--- config.mk ---
export PLATFORM = sky130hd
export DESIGN_NAME = bitband_unit
export DESIGN_NICKNAME = d
export VERILOG_FILES = /design/src/rtl/bitband_unit.sv
export SDC_FILE = /design/constraint.sdc
export NUM_CORES = 1
export LEC_CHECK = 0
export BUFFER_PORTS_ARGS = -buffer_cell sky130_fd_sc_hd__buf_4
export CAP_MARGIN = 25
export CORE_MARGIN = 5
export CORE_UTILIZATION = 38
export CTS_CLUSTER_SIZE = 30
export DETAILED_ROUTE_END_ITERATION = 8
export MAX_ROUTING_LAYER = met4
export PLACE_DENSITY = 0.79
export SKIP_CTS_REPAIR_TIMING = 1
export SLEW_MARGIN = 15
export SYNTH_ARGS = -nofsm -noshare
export SYNTH_HDL_FRONTEND = slang
export SYNTH_SLANG_ARGS = --single-unit
--- constraint.sdc ---
create_clock -name clk -period 1.8 [get_ports clk]
set_input_delay 0.18 -clock clk [delete_from_list [all_inputs] [get_ports clk]]
set_output_delay 0.18 -clock clk [all_outputs]
set_load 0.02 [all_outputs]
--- src/rtl/bitband_unit.sv ---
module bitband_unit #(
  parameter logic [31:0] TGT_BASE   = 32'h2000_0000,
  parameter logic [31:0] ALIAS_BASE = 32'h2200_0000,
  parameter int          TGT_BYTES  = 32768,
  localparam int         AW         = $clog2(TGT_BYTES / 4)
) (
  input  logic          clk,
  input  logic          rst_n,
  input  logic          req_valid,
  output logic          req_ready,
  input  logic          req_write,
  input  logic          req_cpu,
  input  logic [31:0]   req_addr,
  input  logic [31:0]   req_wdata,
  input  logic [3:0]    req_wstrb,
  output logic          rsp_valid,
  output logic          rsp_err,
  output logic [31:0]   rsp_rdata,
  output logic          mem_en,
  output logic          mem_we,
  output logic [AW-1:0] mem_addr,
  output logic [3:0]    mem_wstrb,
  output logic [31:0]   mem_wdata,
  input  logic [31:0]   mem_rdata
);

  localparam logic [31:0] TSPAN = 32'(TGT_BYTES);
  localparam logic [31:0] ASPAN = 32'(TGT_BYTES) << 5;

  typedef enum logic [1:0] {ST_IDLE, ST_WB, ST_RESP} st_t;
  typedef enum logic [2:0] {K_PRD, K_PWR, K_BRD, K_BWR, K_ERR} kind_t;

  st_t          state;
  kind_t        kind_q, kind_d;
  logic [1:0]   lane_q;
  logic [2:0]   bit_q;
  logic [AW-1:0] word_q;
  logic         val_q;

  logic [31:0] tgt_off, al_off;
  logic        in_tgt, in_alias, is_bit, legal, acc;
  logic [7:0]  old_byte, new_byte;

  assign tgt_off  = req_addr - TGT_BASE;
  assign al_off   = req_addr - ALIAS_BASE;
  assign in_tgt   = tgt_off < TSPAN;
  assign in_alias = al_off < ASPAN;
  assign is_bit   = in_alias && req_cpu && !in_tgt;
  assign legal    = in_tgt || is_bit;

  assign req_ready = (state == ST_IDLE);
  assign acc       = req_valid && req_ready;

  always_comb begin
    if (!legal)          kind_d = K_ERR;
    else if (in_tgt)     kind_d = req_write ? K_PWR : K_PRD;
    else                 kind_d = req_write ? K_BWR : K_BRD;
  end

  always_ff @(posedge clk or negedge rst_n) begin
    if (!rst_n) begin
      state  <= ST_IDLE;
      kind_q <= K_ERR;
      lane_q <= '0;
      bit_q  <= '0;
      word_q <= '0;
      val_q  <= 1'b0;
    end else begin
      case (state)
        ST_IDLE: if (acc) begin
          kind_q <= kind_d;
          lane_q <= al_off[6:5];
          bit_q  <= al_off[4:2];
          word_q <= al_off[AW+6:7];
          val_q  <= req_wdata[0];
          state  <= (kind_d == K_BWR) ? ST_WB : ST_RESP;
        end
        ST_WB:   state <= ST_RESP;
        default: state <= ST_IDLE;
      endcase
    end
  end

  assign old_byte = mem_rdata[lane_q*8 +: 8];

  always_comb begin
    new_byte         = old_byte;
    new_byte[bit_q]  = val_q;
  end

  always_comb begin
    mem_en    = 1'b0;
    mem_we    = 1'b0;
    mem_addr  = in_tgt ? tgt_off[AW+1:2] : al_off[AW+6:7];
    mem_wstrb = 4'b0000;
    mem_wdata = req_wdata;
    if (state == ST_WB) begin
      mem_en    = 1'b1;
      mem_we    = 1'b1;
      mem_addr  = word_q;
      mem_wstrb = 4'b0001 << lane_q;
      mem_wdata = {4{new_byte}};
    end else if (acc && legal) begin
      mem_en = 1'b1;
      if (kind_d == K_PWR) begin
        mem_we    = 1'b1;
        mem_wstrb = req_wstrb;
      end
    end
  end

  assign rsp_valid = (state == ST_RESP);
  assign rsp_err   = rsp_valid && (kind_q == K_ERR);

  always_comb begin
    rsp_rdata = '0;
    if (rsp_valid && kind_q == K_PRD) rsp_rdata = mem_rdata;
    if (rsp_valid && kind_q == K_BRD) rsp_rdata = {31'b0, mem_rdata[{lane_q, bit_q}]};
  end

  assert_idle_after_reset_R1: assert property (@(posedge clk)
    $rose(rst_n) |-> (req_ready && !rsp_valid));

  assert_read_latency_R2: assert property (@(posedge clk) disable iff (!rst_n)
    (acc && !req_write) |=> rsp_valid);

  assert_writeback_single_lane_R5: assert property (@(posedge clk) disable iff (!rst_n)
    (state == ST_WB) |-> ($countones(mem_wstrb) == 1 &&
      $countones(mem_wdata[lane_q*8 +: 8] ^ old_byte) <= 1));

  assert_bitwrite_holds_ready_R6: assert property (@(posedge clk) disable iff (!rst_n)
    (acc && kind_d == K_BWR) |=> (!req_ready && mem_en && mem_we));

  assert_bitwrite_no_early_rsp_R6: assert property (@(posedge clk) disable iff (!rst_n)
    (acc && kind_d == K_BWR) |=> !rsp_valid);

  assert_illegal_no_mem_R9: assert property (@(posedge clk) disable iff (!rst_n)
    (acc && !legal) |-> !mem_en);

  assert_illegal_err_R8: assert property (@(posedge clk) disable iff (!rst_n)
    (acc && !legal) |=> (rsp_valid && rsp_err && rsp_rdata == 32'h0));

  assert_single_beat_R10: assert property (@(posedge clk) disable iff (!rst_n)
    rsp_valid |=> !rsp_valid);

endmodule

==> results.md <==
Status:
- The run finished, with violations left.
- The checks that failed: setup timing.

Final layout:
- The post-route non-filler standard cell count is 660.
- Of the cells placed in the final design, the portion with a size suffix greater than 1 is 0.569.
- The number of fill cells in the layout is 453.
- The layout net count is 673.
- The library cells used most frequently in the layout, excluding fill and tap cells, are 176 x sky130_fd_sc_hd__buf_4, 61 x sky130_fd_sc_hd__nand2_1, 49 x sky130_fd_sc_hd__buf_6.
- The repair_antennas step left the layout with diodes totalling 0.
- The layout-stage area growth over the synthesis result is 101%.
- The most common cell after layout, fill and taps aside is sky130_fd_sc_hd__buf_4.

STA:
- Counting I/O delays and the setup requirement, the final critical path takes approximately 2.2 ns.
- The final setup skew is 0.0102 ns.
- The worst-case hold slack is 0.106 ns.
- The post-route clock period utilization is 1.25.
- Setup repair after global routing could not meet its margin everywhere.
- The transition time of the tightest slew-check pin is ~0.44 ns.
- The max-slew violation count was 0.
- The worst slew margin relative to its limit is 0.704.
- Setup violations remaining at the end of the flow were counted as 80.
- The highest clock rate is around 0.45 GHz.
- The final count of hold timing violations was 0.
- In the post-route analysis, the smallest setup slack over all paths is -0.445 ns.

Floorplanning:
- 191 I/O pins were placed.
- The die boundary height is 94.2 um.
- The site row count is 30.
- The die area is 8870 um2.
- In this run the horizontal extent of the chip is about 94 um.
- The effective utilization at floorplan is 0.394.
- In this run the standard cell core region covers 6830 um2.

Route:
- The number of optimization iterations in the first detailed-route pass is 4.
- In the final routed layout, each cell accounts on average for 20.0 um.
- The mean number of vias per cell is 5.64.
- The detailed router's first-iteration violation count is 184.
- The number of nets still failing antenna checks after routing is 0.
- The final layout contains routed wiring with a total length of 13200 um.
- Summing over every cut layer, the via total after detailed routing is 3723.
- The final routed DRC violation total is 0.

CTS:
- The clock tree root driver cell is sky130_fd_sc_hd__clkbuf_8.
- The latest clock arrival within the worst-skew pair is roughly 0.28 ns.
- The clock transition time at the flip-flop clock pins of the worst setup and hold paths is 0.09 ns.
- In this run the deepest clock path goes through 2 buffers.
- The clock net in this run drives a total of 24 sinks.
- The TritonCTS clock tree is done.
- The number of levels the H-tree was split into is 1.
- Clock tree synthesis inserted a total of 3 buffers.

Placement:
- At the end of routability-driven placement, the weighted congestion stood at 0.918.
- The detailed placement HPWL is 8910 um.
- Including well taps, the total number of placed cells is 644.
- Port buffering added 188 buffers.

Synth:
- The most used flip-flop cell after synthesis is sky130_fd_sc_hd__dfrtp_1.
- In this run, distinct cell masters in the synthesized netlist total 39.
- Counting flops with a built-in enable in the synthesized netlist gives 0.
- The count of yosys warnings during synthesis is 0.
- The post-synthesis sequential area ratio is 0.224.
- Synthesis produced a netlist whose cell count is ~350.
- Synthesis produced a netlist with a net count of between 400 and 500.
- The combined area of all synthesized cells is between 2000 and 3000 um2.
- After synthesis the netlist holds a flip-flop and latch count of 24.
- For this run, asynchronously set or reset flops after synthesis account for 1.00.
- A synthesized cell averages 7.62 um2.

Setup path:
- The highest cell delay on the worst timing path is 0.48 ns.
- STA classifies the critical path endpoint as an output pin.
- The largest driver fanout on the critical path is 14.
- The arrival time reported for the critical path endpoint is 2.07 ns.
- At the worst endpoint, the required time is around 1.6 ns.
- The startpoint identified for the worst register-to-register timing path is state[0].
- The number of cell instances on the worst register-to-register path is 7.
- The cell with the largest stage delay on the worst path is sky130_fd_sc_hd__mux4_2.
- Walking the worst path, the cells encountered are buf_12 -> mux2i_1 -> mux4_2 -> o221a_1 -> a31oi_4 -> buf_6.
- The worst register-to-register path ends at kind_q[1].
- The worst register-to-register path has a setup slack of 0.35 ns.
- The critical path startpoint category is a register.
- The worst setup path category is reg2out.

Hold path:
- The beginning of the worst hold path is req_wdata[0].
- Counting instances, the worst hold path has a depth of 3.
- The endpoint of the worst hold-timing path is val_q.
- The min-delay analysis places its worst path in the category in2reg.

Pwr:
- For this design the ratio of total power to cell area is around 430 nW/um2.
- The leakage power total is 2.65 nW.
- The peak supply drop is 0.334 mV.

GRT:
- For this run the aggregate overflow at the end of global routing stands at 0.
- The wire length of the first global-routing pass is 16700 um.
- The largest net degree at the start of global routing is 42.
- The number of global-route vias before repair is 3513.
- The initial antenna violation count is 0.
- Across every metal layer, demand over resource in global routing totals 0.238.

Run:
- The max-capacitance violation count is 0.
-- flip-flops by register name, summed over array words and instances, names as in the netlist --
signal / count
bit_q: 3
kind_q: 3
lane_q: 2
state: 2
val_q: 1
word_q: 13
-- Yosys cell counts, types with 4 or more instances --
| cell type | count | area (um2) |
|---|---|---|
| sky130_fd_sc_hd__a21o_1 | 32 | 240 |
| sky130_fd_sc_hd__a21oi_1 | 9 | 45.0 |
| sky130_fd_sc_hd__a31oi_1 | 14 | 87.6 |
| sky130_fd_sc_hd__a41o_1 | 4 | 40.0 |
| sky130_fd_sc_hd__and2_1 | 35 | 219 |
| sky130_fd_sc_hd__buf_2 | 9 | 45.0 |
| sky130_fd_sc_hd__clkbuf_1 | 21 | 78.8 |
| sky130_fd_sc_hd__dfrtp_1 | 23 | 576 |
| sky130_fd_sc_hd__inv_1 | 6 | 22.5 |
| sky130_fd_sc_hd__mux2i_1 | 18 | 180 |
| sky130_fd_sc_hd__mux4_2 | 10 | 225 |
| sky130_fd_sc_hd__nand2_1 | 63 | 236 |
| sky130_fd_sc_hd__nand3_1 | 12 | 60.1 |
| sky130_fd_sc_hd__nand3b_1 | 11 | 82.6 |
| sky130_fd_sc_hd__nor2_1 | 27 | 101 |
| sky130_fd_sc_hd__nor3_1 | 5 | 25.0 |
| sky130_fd_sc_hd__nor3b_1 | 7 | 52.6 |
| sky130_fd_sc_hd__o21ai_0 | 12 | 60.1 |
-- worst max-delay path: cells and delay by family, from the launching register on --
family / cells / cell delay (ns)
mux: 2 / 0.61
compound gates: 2 / 0.45
flops: 1 / 0.42
buf+inv: 2 / 0.30
-- cell families (layout without fill, tap and decap cells) --
family | Yosys count | in the layout | share of synthesized area
and+or+nand+nor | 176 | 176 | 0.334
AOI/OAI and AO/OA | 80 | 80 | 0.204
buffers and inverters | 38 | 249 | 0.0600
muxes | 29 | 29 | 0.155
DFF | 24 | 24 | 0.224
adders and majority gates | 3 | 3 | 0.0139
xor gates and xnor gates | 3 | 3 | 0.00976
-- power breakdown --
group / total [mW] / internal [mW] / switching (mW)
combinational: 1.16 / 0.637 / 0.525
sequential: 0.670 / 0.598 / 0.0723
clock: 0.483 / 0.298 / 0.186
-- how the worst max path moves through the flow --
stage          startpoint      endpoint  slack (ns)  depth (start not counted)
6_report         bit_q[0]  rsp_rdata[0]       -0.45                          6
5_1_grt          bit_q[0]  rsp_rdata[0]       -0.51                          7
4_1_cts          bit_q[0]  rsp_rdata[0]       -0.53                          8
3_5_place_dp     bit_q[0]  rsp_rdata[0]       -0.21                          8
3_3_place_gp     bit_q[0]  rsp_rdata[0]       -0.18                          8
2_1_floorplan    state[1]  mem_addr[12]       -0.07                          5
-- layout make-up --
cell class | count | area, um2 | area share
multi-input cells | 291 | 2420 | 0.448
repair buffers | 239 | 2150 | 0.399
flip-flops and latches | 24 | 606 | 0.112
well taps | 96 | 120 | 0.0223
clock buffers | 3 | 41.3 | 0.00765
clock inverters | 1 | 30.0 | 0.00556
inverters | 6 | 27.5 | 0.00510
-- through the flow --
stage | setup slack, ns | instance area, um2 | setup TNS [ns] | utilization | total power, mW
final | -0.445 | 5400 | -16.94 | 0.790 | 2.32
after global routing | -0.511 | 5400 | -22.58 | 0.790 | 2.42
after CTS | -0.529 | 4680 | -19.76 | 0.686 | 2.12
after detailed placement | -0.207 | 4610 | -3.91 | 0.675 | 1.65
after global placement | -0.177 | 4610 | -2.92 | 0.675 | 1.63
after floorplan | -0.0686 | 2850 | -0.480 | - | 1.16
-- routing by layer --
layer | part of all wire | global-route usage | wire [um]
met1 | 0.35 | 0.276 | 4660
met2 | 0.53 | 0.433 | 6970
met3 | 0.092 | 0.0288 | 1210
met4 | 0.027 | 0.0614 | 352
met5 | 0 | - | 0
Note: power is estimated with default switching activity, not from simulation.
